**src/rtl/stmt_seq_pkg.sv**
```systemverilog
package stmt_seq_pkg;
  // Token positions of the compiled program; the chain order is behaviour.
  localparam int ST_Y     = 0;   // y := x+1
  localparam int ST_Z     = 1;   // z := y<<1
  localparam int ST_X     = 2;   // x := z^KEY
  localparam int ST_IF2   = 3;   // two-way test
  localparam int ST_THEN  = 4;   // y := x+1
  localparam int ST_ELSE  = 5;   // z := z^KEY
  localparam int ST_IF1   = 6;   // one-armed test
  localparam int ST_OPT   = 7;   // z := x+1
  localparam int ST_RINIT = 8;   // c := 0
  localparam int ST_RBODY = 9;   // x := x+1, c := c+1
  localparam int ST_WINIT = 10;  // c := b ? LIMIT : 0
  localparam int ST_WTEST = 11;  // pre-test
  localparam int ST_WBODY = 12;  // y := y+1, c := c+1
  localparam int ST_DONE  = 13;  // final, token parks here
  localparam int NUM_ST   = 14;
endpackage

```
**src/rtl/stmt_seq_ctrl.sv**
```systemverilog
module stmt_seq_ctrl
  import stmt_seq_pkg::*;
#(
  parameter int NS = NUM_ST
) (
  input  logic          clk,
  input  logic          rst_n,
  input  logic          start,
  input  logic          cond,
  input  logic          rep_exit,
  input  logic          wh_exit,
  output logic [NS-1:0] en
);
  logic [NS-1:0] nxt;

  always_comb begin
    nxt           = '0;
    nxt[ST_Z]     = en[ST_Y];
    nxt[ST_X]     = en[ST_Z];
    nxt[ST_IF2]   = en[ST_X];
    nxt[ST_THEN]  = en[ST_IF2] & cond;
    nxt[ST_ELSE]  = en[ST_IF2] & ~cond;
    nxt[ST_IF1]   = en[ST_THEN] | en[ST_ELSE];
    nxt[ST_OPT]   = en[ST_IF1] & cond;
    nxt[ST_RINIT] = (en[ST_IF1] & ~cond) | en[ST_OPT];
    nxt[ST_RBODY] = en[ST_RINIT] | (en[ST_RBODY] & ~rep_exit);
    nxt[ST_WINIT] = en[ST_RBODY] & rep_exit;
    nxt[ST_WTEST] = en[ST_WINIT] | en[ST_WBODY];
    nxt[ST_WBODY] = en[ST_WTEST] & ~wh_exit;
    nxt[ST_DONE]  = (en[ST_WTEST] & wh_exit) | en[ST_DONE];
  end

  for (genvar i = 0; i < NS; i++) begin : g_en
    always_ff @(posedge clk or negedge rst_n) begin
      if (!rst_n)     en[i] <= 1'b0;
      else if (start) en[i] <= (i == ST_Y);
      else            en[i] <= nxt[i];
    end
  end

  AST_TWO_WAY_ONE_BRANCH: assert property (@(posedge clk) disable iff (!rst_n)
    (en[ST_IF2] && !start) |=> (en[ST_THEN] ^ en[ST_ELSE]));
  AST_SEQ_Y_THEN_Z: assert property (@(posedge clk) disable iff (!rst_n)
    (en[ST_Y] && !start) |=> en[ST_Z]);
  AST_SEQ_Z_THEN_X: assert property (@(posedge clk) disable iff (!rst_n)
    (en[ST_Z] && !start) |=> en[ST_X]);
  AST_SKIP_NO_CYCLE: assert property (@(posedge clk) disable iff (!rst_n)
    (en[ST_IF1] && !cond && !start) |=> en[ST_RINIT]);
endmodule

```
**src/rtl/stmt_seq_loopcnt.sv**
```systemverilog
module stmt_seq_loopcnt #(
  parameter int LIMIT = 4,
  localparam int CW = $clog2(LIMIT + 1)
) (
  input  logic clk,
  input  logic rst_n,
  input  logic clr,
  input  logic init,
  input  logic fill,
  input  logic inc,
  output logic at_lim,
  output logic next_at_lim
);
  logic [CW-1:0] cnt;
  logic [CW:0]   cnt_inc;

  assign cnt_inc     = {1'b0, cnt} + (CW+1)'(1);
  assign at_lim      = ({1'b0, cnt} == (CW+1)'(LIMIT));
  assign next_at_lim = (cnt_inc == (CW+1)'(LIMIT));

  always_ff @(posedge clk or negedge rst_n) begin
    if (!rst_n)    cnt <= '0;
    else if (clr)  cnt <= '0;
    else if (init) cnt <= fill ? CW'(LIMIT) : '0;
    else if (inc)  cnt <= cnt_inc[CW-1:0];
  end

  AST_CNT_IN_RANGE: assert property (@(posedge clk) disable iff (!rst_n)
    {1'b0, cnt} <= (CW+1)'(LIMIT));
  AST_CNT_CLEARS: assert property (@(posedge clk) disable iff (!rst_n)
    clr |=> (cnt == '0));
endmodule

```
**src/rtl/stmt_seq_datapath.sv**
```systemverilog
module stmt_seq_datapath #(
  parameter int W = 8,
  parameter logic [W-1:0] KEY = W'('hA5)
) (
  input  logic         clk,
  input  logic         rst_n,
  input  logic         start,
  input  logic [W-1:0] x_in,
  input  logic         e_y,
  input  logic         e_z,
  input  logic         e_x,
  input  logic         e_then,
  input  logic         e_else,
  input  logic         e_opt,
  input  logic         e_rbody,
  input  logic         e_wbody,
  output logic [W-1:0] x_q,
  output logic [W-1:0] y_q,
  output logic [W-1:0] z_q
);
  logic [W-1:0] f_x, g_y, h_z, y_inc, z_key;

  assign f_x   = x_q + W'(1);
  assign g_y   = {y_q[W-2:0], 1'b0};
  assign h_z   = z_q ^ KEY;
  assign y_inc = y_q + W'(1);
  assign z_key = z_q ^ KEY;

  always_ff @(posedge clk or negedge rst_n) begin
    if (!rst_n)       x_q <= '0;
    else if (start)   x_q <= x_in;
    else if (e_x)     x_q <= h_z;
    else if (e_rbody) x_q <= f_x;
  end

  always_ff @(posedge clk or negedge rst_n) begin
    if (!rst_n)                y_q <= '0;
    else if (e_y || e_then)    y_q <= f_x;
    else if (e_wbody)          y_q <= y_inc;
  end

  always_ff @(posedge clk or negedge rst_n) begin
    if (!rst_n)      z_q <= '0;
    else if (e_z)    z_q <= g_y;
    else if (e_else) z_q <= z_key;
    else if (e_opt)  z_q <= f_x;
  end

  AST_START_LOADS_X: assert property (@(posedge clk) disable iff (!rst_n)
    start |=> (x_q == $past(x_in)));
  AST_Y_ONLY_ON_ENABLE: assert property (@(posedge clk) disable iff (!rst_n)
    !(e_y || e_then || e_wbody) |=> $stable(y_q));
  AST_Z_ONLY_ON_ENABLE: assert property (@(posedge clk) disable iff (!rst_n)
    !(e_z || e_else || e_opt) |=> $stable(z_q));
endmodule

```
**src/rtl/stmt_seq_engine.sv**
```systemverilog
module stmt_seq_engine
  import stmt_seq_pkg::*;
#(
  parameter int W = 8,
  parameter logic [W-1:0] KEY = W'('hA5),
  parameter int LIMIT = 4
) (
  input  logic         clk,
  input  logic         rst_n,
  input  logic         start,
  input  logic [W-1:0] x_in,
  input  logic         cond,
  output logic [W-1:0] x_out,
  output logic [W-1:0] y_out,
  output logic [W-1:0] z_out,
  output logic         done
);
  logic [NUM_ST-1:0] en;
  logic rep_exit, wh_exit;

  stmt_seq_ctrl #(.NS(NUM_ST)) u_ctrl (
    .clk(clk), .rst_n(rst_n), .start(start), .cond(cond),
    .rep_exit(rep_exit), .wh_exit(wh_exit), .en(en)
  );

  stmt_seq_loopcnt #(.LIMIT(LIMIT)) u_cnt (
    .clk(clk), .rst_n(rst_n),
    .clr(en[ST_RINIT]), .init(en[ST_WINIT]), .fill(cond),
    .inc(en[ST_RBODY] | en[ST_WBODY]),
    .at_lim(wh_exit), .next_at_lim(rep_exit)
  );

  stmt_seq_datapath #(.W(W), .KEY(KEY)) u_dp (
    .clk(clk), .rst_n(rst_n), .start(start), .x_in(x_in),
    .e_y(en[ST_Y]), .e_z(en[ST_Z]), .e_x(en[ST_X]),
    .e_then(en[ST_THEN]), .e_else(en[ST_ELSE]), .e_opt(en[ST_OPT]),
    .e_rbody(en[ST_RBODY]), .e_wbody(en[ST_WBODY]),
    .x_q(x_out), .y_q(y_out), .z_q(z_out)
  );

  assign done = en[ST_DONE];

  AST_TOKEN_ONEHOT0: assert property (@(posedge clk) disable iff (!rst_n)
    $onehot0(en));
  AST_TOKEN_NOT_LOST: assert property (@(posedge clk) disable iff (!rst_n)
    (|en) |=> ($countones(en) == 1));
  AST_DONE_STICKY: assert property (@(posedge clk) disable iff (!rst_n)
    (done && !start) |=> (done && $stable(x_out) && $stable(y_out) && $stable(z_out)));
  AST_START_CLEARS_DONE: assert property (@(posedge clk) disable iff (!rst_n)
    start |=> (!done && en[ST_Y]));
endmodule

```
**config.mk**
```make
export PLATFORM = sky130hd
export DESIGN_NAME = stmt_seq_engine
export DESIGN_NICKNAME = d
export VERILOG_FILES = /design/src/rtl/stmt_seq_pkg.sv /design/src/rtl/stmt_seq_ctrl.sv /design/src/rtl/stmt_seq_loopcnt.sv /design/src/rtl/stmt_seq_datapath.sv /design/src/rtl/stmt_seq_engine.sv
export SDC_FILE = /design/constraint.sdc
export NUM_CORES = 1
export LEC_CHECK = 0
export BUFFER_PORTS_ARGS = -buffer_cell sky130_fd_sc_hd__buf_2
export CORE_MARGIN = 8
export CORE_UTILIZATION = 55
export DETAILED_ROUTE_END_ITERATION = 16
export PLACE_DENSITY = 0.84
export SYNTH_ARGS = -nofsm -noshare
export SYNTH_HDL_FRONTEND = slang
export SYNTH_SLANG_ARGS = --single-unit
```
**constraint.sdc**
```tcl
create_clock -name clk -period 3.12 [get_ports clk]
set_clock_uncertainty 0.15 [all_clocks]
set_input_delay 0 -clock clk [delete_from_list [all_inputs] [get_ports clk]]
set_output_delay 0 -clock clk [all_outputs]
set_load 0.01 [all_outputs]
```
# Word-level counts from Yosys, hierarchy flattened
# Index checks and enable logic that the tools add are counted.
dict set report totals {
  reg_bits 41
  in_bits 12
  out_inout_bits 25
  elab_cells 76
}
dict set report classes {
  add_sub_neg 3
  eq_ne 3
  mux 26
  n_bitwise 18
  n_reduce_logical 7
}
# op n
set ops {}
lappend ops {{two-way mux 8 bit} 8}
lappend ops {{adder 8 x 1 -> 8 bit (second input constant)} 2}
lappend ops {{two-way mux 1 bit} 14}
lappend ops {{two-way mux 3 bit} 4}
lappend ops {{nonzero test 3 bit} 3}
lappend ops {{AND 1 bit} 8}
lappend ops {{bitwise OR 1 bit} 6}
lappend ops {{adder 3 x 1 -> 4 bit (second input constant)} 1}
lappend ops {{== test 4 x 3 -> 1 bit (second input constant)} 1}
lappend ops {{NOT 4 bit} 1}
lappend ops {{nonzero test 2 bit} 2}
lappend ops {{== test 3 bit (second input constant)} 1}
lappend ops {{NOT 1 bit} 3}
lappend ops {{inequality test 2 bit (second input constant)} 1}
lappend ops {{AND reduction 2 bit} 1}
lappend ops {{logical OR 1 bit} 1}

# Depth between registers and ports, before layout
# Gate-level depths: netlist of run 1.
dict set report depth {
  depth_word 6
  mapped_depth 5
  ltp_nobuf 5
}

# By module
# A second synthesis of run 1 with hierarchy kept.
dict set report unflattened {
  cells_unflattened 217
  area_unflattened_um2 2155.8
}
# module instances cells_per_inst area_per_inst_um2 seq_area_each_um2
set modules_own_cells {}
lappend modules_own_cells {stmt_seq_datapath 1 158 1450.1 600.6}
lappend modules_own_cells {stmt_seq_ctrl 1 36 485.5 350.3}
lappend modules_own_cells {stmt_seq_loopcnt 1 22 214.0 75.1}
lappend modules_own_cells {stmt_seq_engine 1 1 6.3 0.0}

# Worst setup path after synthesis of run 1
# No wires, ideal clock.
dict set report synth_timing {
  path_type {register to register}
  startpoint {register u_dp.x_q[0]}
  endpoint {register u_dp.x_q[2]}
  setup_ns 0.131
  t_arrival_ns 1.339
  required_ns 2.839
  slack_ns 1.500
  path_stages_with_launch 5
  path_buffers 0
  period_less_slack_ns 1.620
  path_cell_list {dfrtp_1 -> ha_1 -> or2_2 -> a221oi_1 -> a21oi_1}
}
dict set report synth_between {
  elab_chain_cells 4
}
# element line
set synth_lines {}
lappend synth_lines {{start: declaration} stmt_seq_datapath.sv:17} ;# output logic [W-1:0] x_q,
lappend synth_lines {{start signal: assignment} stmt_seq_datapath.sv:31} ;# else if (start) x_q <= x_in;
lappend synth_lines {{start signal: assignment} stmt_seq_datapath.sv:32} ;# else if (e_x) x_q <= h_z;
lappend synth_lines {{adder 8 x 1 -> 8 bit} stmt_seq_datapath.sv:23} ;# assign f_x = x_q + W'(1);
lappend synth_lines {{two-way mux 8 bit} stmt_seq_datapath.sv:33} ;# else if (e_rbody) x_q <= f_x;
lappend synth_lines {{two-way mux 8 bit} stmt_seq_datapath.sv:32}
lappend synth_lines {{two-way mux 8 bit} stmt_seq_datapath.sv:31}
# No other way between the ends. The select of a mux whose other input is x is not followed.
# A chain may end at the register's enable or synchronous reset.

# Final worst setup path of run 1
dict set report layout_timing {
  startpoint {register u_dp.x_q[0]}
  endpoint {register u_dp.y_q[6]}
}
dict set report layout_between {
  elab_chain_cells 2
}
# element line
set layout_lines {}
lappend layout_lines {{adder 8 x 1 -> 8 bit} stmt_seq_datapath.sv:23}
lappend layout_lines {{two-way mux 8 bit} stmt_seq_datapath.sv:38} ;# else if (e_y || e_then) y_q <= f_x;
lappend layout_lines {{end signal: assignment} stmt_seq_datapath.sv:39} ;# else if (e_wbody) y_q <= y_inc;
lappend layout_lines {{end: declaration} stmt_seq_datapath.sv:18} ;# output logic [W-1:0] y_q,
# No other way between the ends.

==> summary.md, run 1 <==
| Metric | Value |
|---|---|
| Status | `finished, final reports clean` |
| CP peak stage delay | `~0.5 ns` |
| Final worst slack | `between 1 and 1.5 ns` |
| Layout cells sized above 1 | `0.196` |
| CP Data Arrival Time | `around 1.8 ns` |
| Gr usage total | `0.173` |
| FP Rows | `22` |
| Die area | `roughly 6000 µm²` |
| Max-slew headroom | `0.293` |
| Routed Antenna Nets | `0` |
| Buffers on Ports | `36` |
| Ys flop type | `dfrtp_1` |
| Leak pwr | `approximately 1.1 nW` |
| Synthesized net count | `about 230` |
| Final Cycle Share | `0.571` |
| Worst Setup End Kind | `register` |
| Cells after Synth | `between 200 and 250` |
| Setup WS pre-CTS | `roughly 1.4 ns` |
| Post-synth ARST share | `1.00` |
| HPWL Detailed | `3570 µm` |
| Measured slew at the worst slew-check pin | `between 1 and 1.5 ns` |
| Core area | `3660 µm²` |
| CP Class | `register to register` |
| Clock sink total | `41` |
| Clock transition at the registers of the reported paths | `roughly 0.08 ns` |
| Syn-to-layout area delta | `19.8%` |
| PwrDens | `584 nW/µm²` |
| Number of global-route vias before repair | `about 1700` |
| Grt ovf | `0` |
| WL final | `about 5100 µm` |
| DP Cell Count | `between 200 and 300` |
| Setup crit start kind | `register` |
| RSZ-0062 raised after global routing | `no` |
| Die Y-Extent | `a little under 80 µm` |
| Starting Density | `0.573` |
| Synth cell types | `40` |
| FMAX | `around 560 MHz` |
| Commonest cells after routing, fill and taps aside | `dfrtp_1, buf_2, nor2_1` |
| Max cap viols | `0` |
| Post-synth EDFFs | `0` |
| Post-layout util | `0.687` |
| Clk_lat worst skew | `0.30 ns` |
| Num CTS Buffers | `5` |
| Routed via count | `between 1500 and 2000` |
| Vias per inst | `roughly 5.7` |
| Flops & latches, synth | `41` |
| Root Driver | `clkbuf_8` |
| Largest net degree at the start of global routing | `42` |
| CP Max Fanout | `7` |
| CP max-delay cell | `dfrtp_1` |
| Htree depth | `2` |
| Worst Hold Class | `input port to asynchronous set/reset pin` |
| Hold Fails Final Rpt | `0` |
| Post-DR wirelength/cell | `16.4 µm` |
| Worst Path Required | `slightly above 3 ns` |
| Layout Nets | `about 280` |
| CTS max path bufs | `2` |
| First-pass GRT wire length | `roughly 8400 µm` |
| GP Congestion | `0.896` |
| Initial antenna violation count | `0` |
| Synth warnings | `0` |
| Most common cell after layout, fill and taps aside | `dfrtp_1` |
| Die outline width | `slightly below 80 µm` |
| Io pins | `37` |
| Drt first pass iters | `4` |
| Antenna diodes | `0` |
| Final setup fails | `0` |
| Cells along the critical path | `ha_1, nand3_1, nor2_1, xnor2_1, mux2i_1` |
| Fin. max-slew vios | `0` |
| Setup TNS | `0 ns` |
| Final Power | `~1.5 mW` |
| Sequential area share after synthesis | `0.489` |
| Reg2Reg Depth | `5` |
| CTS tree | `done` |
| Minimum clock period after layout | `around 1.8 ns` |
| Initial DRC count | `183` |
| Post-Syn Area | `2100 µm²` |
| DRC viols | `0` |
| Post-Syn Area per Cell | `between 9 and 10 µm²` |
| Non-Filler Instances | `around 310` |
| VDD IR-drop max | `around 0.00034 V` |
==> where the power goes <==
| group | leakage [nW] | internal (mW) | total (mW) | switching, mW |
|---|---|---|---|---|
| logic | 0.554 | 0.151 | 0.321 | 0.169 |
| registers | 0.510 | 0.602 | 0.700 | 0.0977 |
| clock network | 0.0574 | 0.260 | 0.446 | 0.186 |
==> Yosys cell counts (all sizes together) (6+ instances only) <==
master / number / area, µm²
dfrtp: 41 / 1030
xor2: 8 / 70.1
xnor2: 9 / 86.3
mux2i: 10 / 100
buf: 7 / 36.3
nand2: 18 / 67.6
nand4: 6 / 37.5
inv: 11 / 41.3
a21oi: 16 / 83.8
nor2: 25 / 96.4
o21ai: 12 / 60.1
nor3: 6 / 30.0
nor2b: 7 / 43.8
==> registers in the layout, indices dropped and copies added (netlist names) <==
register,count
u_cnt.cnt,3
u_dp.z_q,8
u_ctrl.en,14
u_dp.x_q,8
u_dp.y_q,8
==> metrics by stage <==
step	hold WS [ns]	instance area, µm²
floorplan	-0.446	2100
global placement	0.0287	2280
detailed placement	0.0250	2280
CTS	0.240	2510
global route	0.285	2510
finish	0.209	2510
==> layer usage <==
metal / GRT usage / vias to the layer above / wire (µm)
li1: - / 829 / -
met1: 0.227 / 868 / 2190
met2: 0.258 / 53 / 2420
met3: 0.0507 / 8 / 338
met4: 0.0774 / 0 / 102
met5: 0 / - / 0
==> final timing paths <==
check	to	start	slack, ns
max	u_dp.y_q[6]	u_dp.x_q[0]	1.34
min reg2reg	u_ctrl.en[12]	u_ctrl.en[11]	0.36
min in group clk	u_ctrl.en[5]	cond	0.28
max in group asynchronous	u_dp.x_q[4]	rst_n	2.06
min	u_ctrl.en[11]	rst_n	0.21
max reg2reg	u_dp.y_q[6]	u_dp.x_q[0]	1.34
==> layout make-up <==
type / count / area [µm²]
Fill cell: 276 / 1150
Clock inverter: 2 / 37.5
Sequential cell: 41 / 1030
Tap cell: 48 / 60.1
Timing Repair Buffer: 47 / 290
Multi-Input combinational cell: 153 / 976
Clock buffer: 6 / 82.6
Inverter: 11 / 41.3
==> worst max-delay path: cells and delay by family (launching register included) <==
family                     cells  cell delay, ns
muxes                          1            0.11
DFF                            1            0.51
adders and majority gates      1            0.30
and+or+nand+nor                2            0.38
xor gates and xnor gates       1            0.18
==> repair_timing <==
action	in CTS	in global routing
hold buffers	11	0
setup buffers	0	0
resized for setup	0	0
endpoints found under the hold margin	55	0
==> kinds of logic after synthesis <==
family | after synthesis | share of synthesized area
DFF | 41 | 0.489
xor gates and xnor gates | 17 | 0.0745
buffers and inverters | 23 | 0.0459
and+or+nand+nor | 78 | 0.187
muxes | 10 | 0.0477
AOI/OAI and AO/OA | 44 | 0.132
adders and majority gates | 4 | 0.0239
Power figures use the tool's default switching activity.
==> run 2, diff against run 1 <==
--- a/config.mk
+++ b/config.mk
@@ -5,11 +5,12 @@
 export SDC_FILE = /design/constraint.sdc
 export NUM_CORES = 1
 export LEC_CHECK = 0
+export ABC_AREA = 1
 export BUFFER_PORTS_ARGS = -buffer_cell sky130_fd_sc_hd__buf_2
 export CORE_MARGIN = 8
-export CORE_UTILIZATION = 55
+export CORE_UTILIZATION = 50
 export DETAILED_ROUTE_END_ITERATION = 16
-export PLACE_DENSITY = 0.84
+export PLACE_DENSITY = 0.8
 export SYNTH_ARGS = -nofsm -noshare
 export SYNTH_HDL_FRONTEND = slang
 export SYNTH_SLANG_ARGS = --single-unit
==> constraint.sdc (replaced) <==
create_clock -name clk -period 1.6 [get_ports clk]
set_clock_uncertainty 0.15 [all_clocks]
set_input_delay 0 -clock clk [delete_from_list [all_inputs] [get_ports clk]]
set_output_delay 0 -clock clk [all_outputs]
set_load 0.01 [all_outputs]
==> run 2 against run 1 <==
Against the previous run: global-route usage rose by 0.93 points; utilization fell by 5.1 points; sequential cell count did not move; via count rose by 16%; count of clock-buffer cells in the layout fell by 1; register-to-register slack got worse by 1.3 ns; fmax rose by 17%; clock power rose by 94%; sequential share of layout area fell by 2.7 points; die area rose by 10%; combinational power rose to 2.8 times the previous value; non-clock buffer count rose by 9; critical path type unchanged; critical endpoint is now u_dp.x_q[4]; largest power group unchanged.
==> summary.md, run 2 <==
| Metric | Value |
|---|---|
| WL final | `about 5600 µm` |
| Antenna diodes | `0` |
| Number of global-route vias before repair | `between 2000 and 2500` |
| PwrDens | `about 1200 nW/µm²` |
| CTS max path bufs | `2` |
| Ys flop type | `dfrtp_1` |
| CP Max Fanout | `5` |
| Post-Syn Area per Cell | `7.88 µm²` |
| CP Data Arrival Time | `approximately 1.6 ns` |
| Io pins | `37` |
| Synth cell count leaders | `nand2_1, dfrtp_1, nor2_1` |
| Drt first pass iters | `4` |
| Clock transition at the registers of the reported paths | `around 0.090 ns` |
| Vias per inst | `~5.3` |
| Worst Path Required | `1.68 ns` |
| Initial DRC count | `140` |
| GP Congestion | `roughly 0.89` |
| Die Y-Extent | `a little over 80 µm` |
| Gr usage total | `0.183` |
| CP Class | `register to register` |
| Synth cell types | `27` |
| Starting Density | `0.508` |
| Critical path depth | `6` |
| Largest net degree at the start of global routing | `20` |
| Post-synth ARST share | `1.00` |
| CTS tree | `done` |
| Post-Syn Area | `2150 µm²` |
| Clk_lat worst skew | `0.30 ns` |
| Largest Register | `u_ctrl.en` |
| DRC viols | `0` |
| Routed Antenna Nets | `0` |
| FMAX | `659 MHz` |
| First-pass GRT wire length | `~9400 µm` |
| Hold Fails Final Rpt | `0` |
| Num CTS Buffers | `5` |
| Yosys top cell by area | `dfrtp_1` |
| Flops & latches, synth | `slightly above 40` |
| HPWL Detailed | `around 4200 µm` |
| Cells after Synth | `between 200 and 300` |
| Final Cycle Share | `0.949` |
| Post-layout util | `0.636` |
| Max reg flops | `14` |
| Buffers on Ports | `36` |
| Worst Setup End Kind | `register` |
| Die outline width | `~82 µm` |
| Post-synth top area share | `0.477` |
| Cells along the critical path | `ha_2, nand2_2, nor2_2, xor2_2, nand2_1, a21oi_1` |
| Setup crit start kind | `register` |
| VDD IR-drop max | `0.000743 V` |
| Syn-to-layout area delta | `25.1%` |
| Clock sink total | `41` |
| Synth warnings | `0` |
| Post-DR wirelength/cell | `about 14 µm` |
| Leak pwr | `1.35 nW` |
| Layout Nets | `about 350` |
| Grt ovf | `0` |
| Layout cells sized above 1 | `0.204` |
| Status | `finished, final reports clean` |
| Final hold slack | `roughly 0.020 ns` |
| Max-slew headroom | `0.694` |
| FP Rows | `24` |
| Setup TNS | `0 ns` |
| Minimum clock period after layout | `1.52 ns` |
| Die area | `~6700 µm²` |
| CP peak stage delay | `a little over 0.4 ns` |
| CP max-delay cell | `dfrtp_1` |
| Core area | `4230 µm²` |
| Area of the multi-input gates | `986 µm²` |
| Commonest cells after routing, fill and taps aside | `nand2_1, dfrtp_1, nor2_1, buf_2, inv_1` |
| Buf/Inv on CP | `0` |
| Max cap viols | `0` |
| FF/Latch Area | `between 1000 and 1500 µm²` |
| Most common cell after layout, fill and taps aside | `nand2_1` |
| Sequential area share after synthesis | `0.477` |
| Worst Hold Class | `input port to asynchronous set/reset pin` |
| CP top delay family | `flip-flops` |
| Placed inst area | `approximately 2400 µm²` |
| Root Driver | `clkbuf_8` |
| Fin. max-slew vios | `0` |
| Synth area leaders | `dfrtp_1, nand2_1, nand3_1` |
| Routed via count | `approximately 2000` |
| Initial antenna violation count | `0` |
| Non-Filler Instances | `approximately 390` |
| Measured slew at the worst slew-check pin | `roughly 0.46 ns` |
| DP Cell Count | `367` |
| Final setup fails | `0` |
| Htree depth | `2` |
| Top-count cell post-synth | `nand2_1` |
| Design area | `2690 µm²` |
| Layout fillers | `~390` |
| Reg2Reg Depth | `6` |
| Post-synth EDFFs | `0` |
| Synthesized net count | `between 200 and 300` |
[run 2: cell types whose count changed in the layout (fill, tap and decap cells not counted), moves of 5 or more]
| cell | before | now |
|---|---|---|
| nand2_1 | 18 | 55 |
| xnor2_1 | 8 | 1 |
| buf_4 | 0 | 9 |
| nand3_1 | 1 | 28 |
| nand4_1 | 6 | 1 |
| o21ai_0 | 7 | 15 |
| a21oi_1 | 15 | 21 |
| nor2b_1 | 7 | 0 |
| inv_1 | 11 | 34 |
| xor2_1 | 8 | 1 |
| o211ai_1 | 1 | 6 |
| mux2i_1 | 10 | 0 |
| a211oi_1 | 5 | 0 |
| nor2_1 | 24 | 36 |
[run 2: kinds of logic after synthesis]
family / after synthesis / synth area share
AOI/OAI and AO/OA: 51 / 0.137
xor gates and xnor gates: 4 / 0.0163
adders and majority gates: 4 / 0.0233
buffers and inverters: 40 / 0.0727
DFF: 41 / 0.477
and+or+nand+nor: 133 / 0.273
[run 2: worst paths after layout]
check / start / end / slack (ns)
min in group clk: cond / u_ctrl.en[5] / 0.27
hold / removal: rst_n / u_dp.x_q[7] / 0.02
hold reg to reg: u_cnt.cnt[2] / u_ctrl.en[12] / 0.32
max in group asynchronous: rst_n / u_dp.x_q[2] / 0.73
setup / recovery: u_dp.x_q[1] / u_dp.x_q[4] / 0.08
setup reg to reg: u_dp.x_q[1] / u_dp.x_q[4] / 0.08
[run 2: report_power, final]
group | total, mW | switching [mW] | internal, mW | leakage [nW]
combinational | 0.907 | 0.537 | 0.371 | 0.778
clock | 0.864 | 0.397 | 0.467 | 0.0543
sequential | 1.39 | 0.186 | 1.21 | 0.514
total | 3.16 | 1.12 | 2.04 | 1.35
[run 2: repair_timing]
action,4_1_cts,5_1_grt
buffers inserted,0,0
gates resized for setup,0,4
hold buffers,11,0
endpoints found under the hold margin,55,0
endpoints found under the setup margin,0,5
[run 2: area by class of cell]
cell class,count,area share
clock buffer,5,0.0256
clock inverter,3,0.0172
inverter,37,0.0525
multi-input combinational,192,0.366
sequential,41,0.381
tap,52,0.0242
timing repair buffer,56,0.133
[run 2: stage by stage]
step	power [mW]	setup WS, ns
2_1_floorplan	1.93	0.185
3_3_place_gp	2.25	0.171
3_5_place_dp	2.28	0.0899
4_1_cts	3.15	0.0848
5_1_grt	3.36	-0.0250
6_report	3.16	0.0824
[run 2: metal layers]
metal / vias up / routed length, µm / GRT usage / part of all wire
met4: 0 / 104 / 0.0632 / 0.019
li1: 1014 / - / - / -
met5: - / 0 / 0 / 0
met3: 11 / 388 / 0.0394 / 0.070
met2: 70 / 2850 / 0.327 / 0.51
met1: 948 / 2220 / 0.210 / 0.40
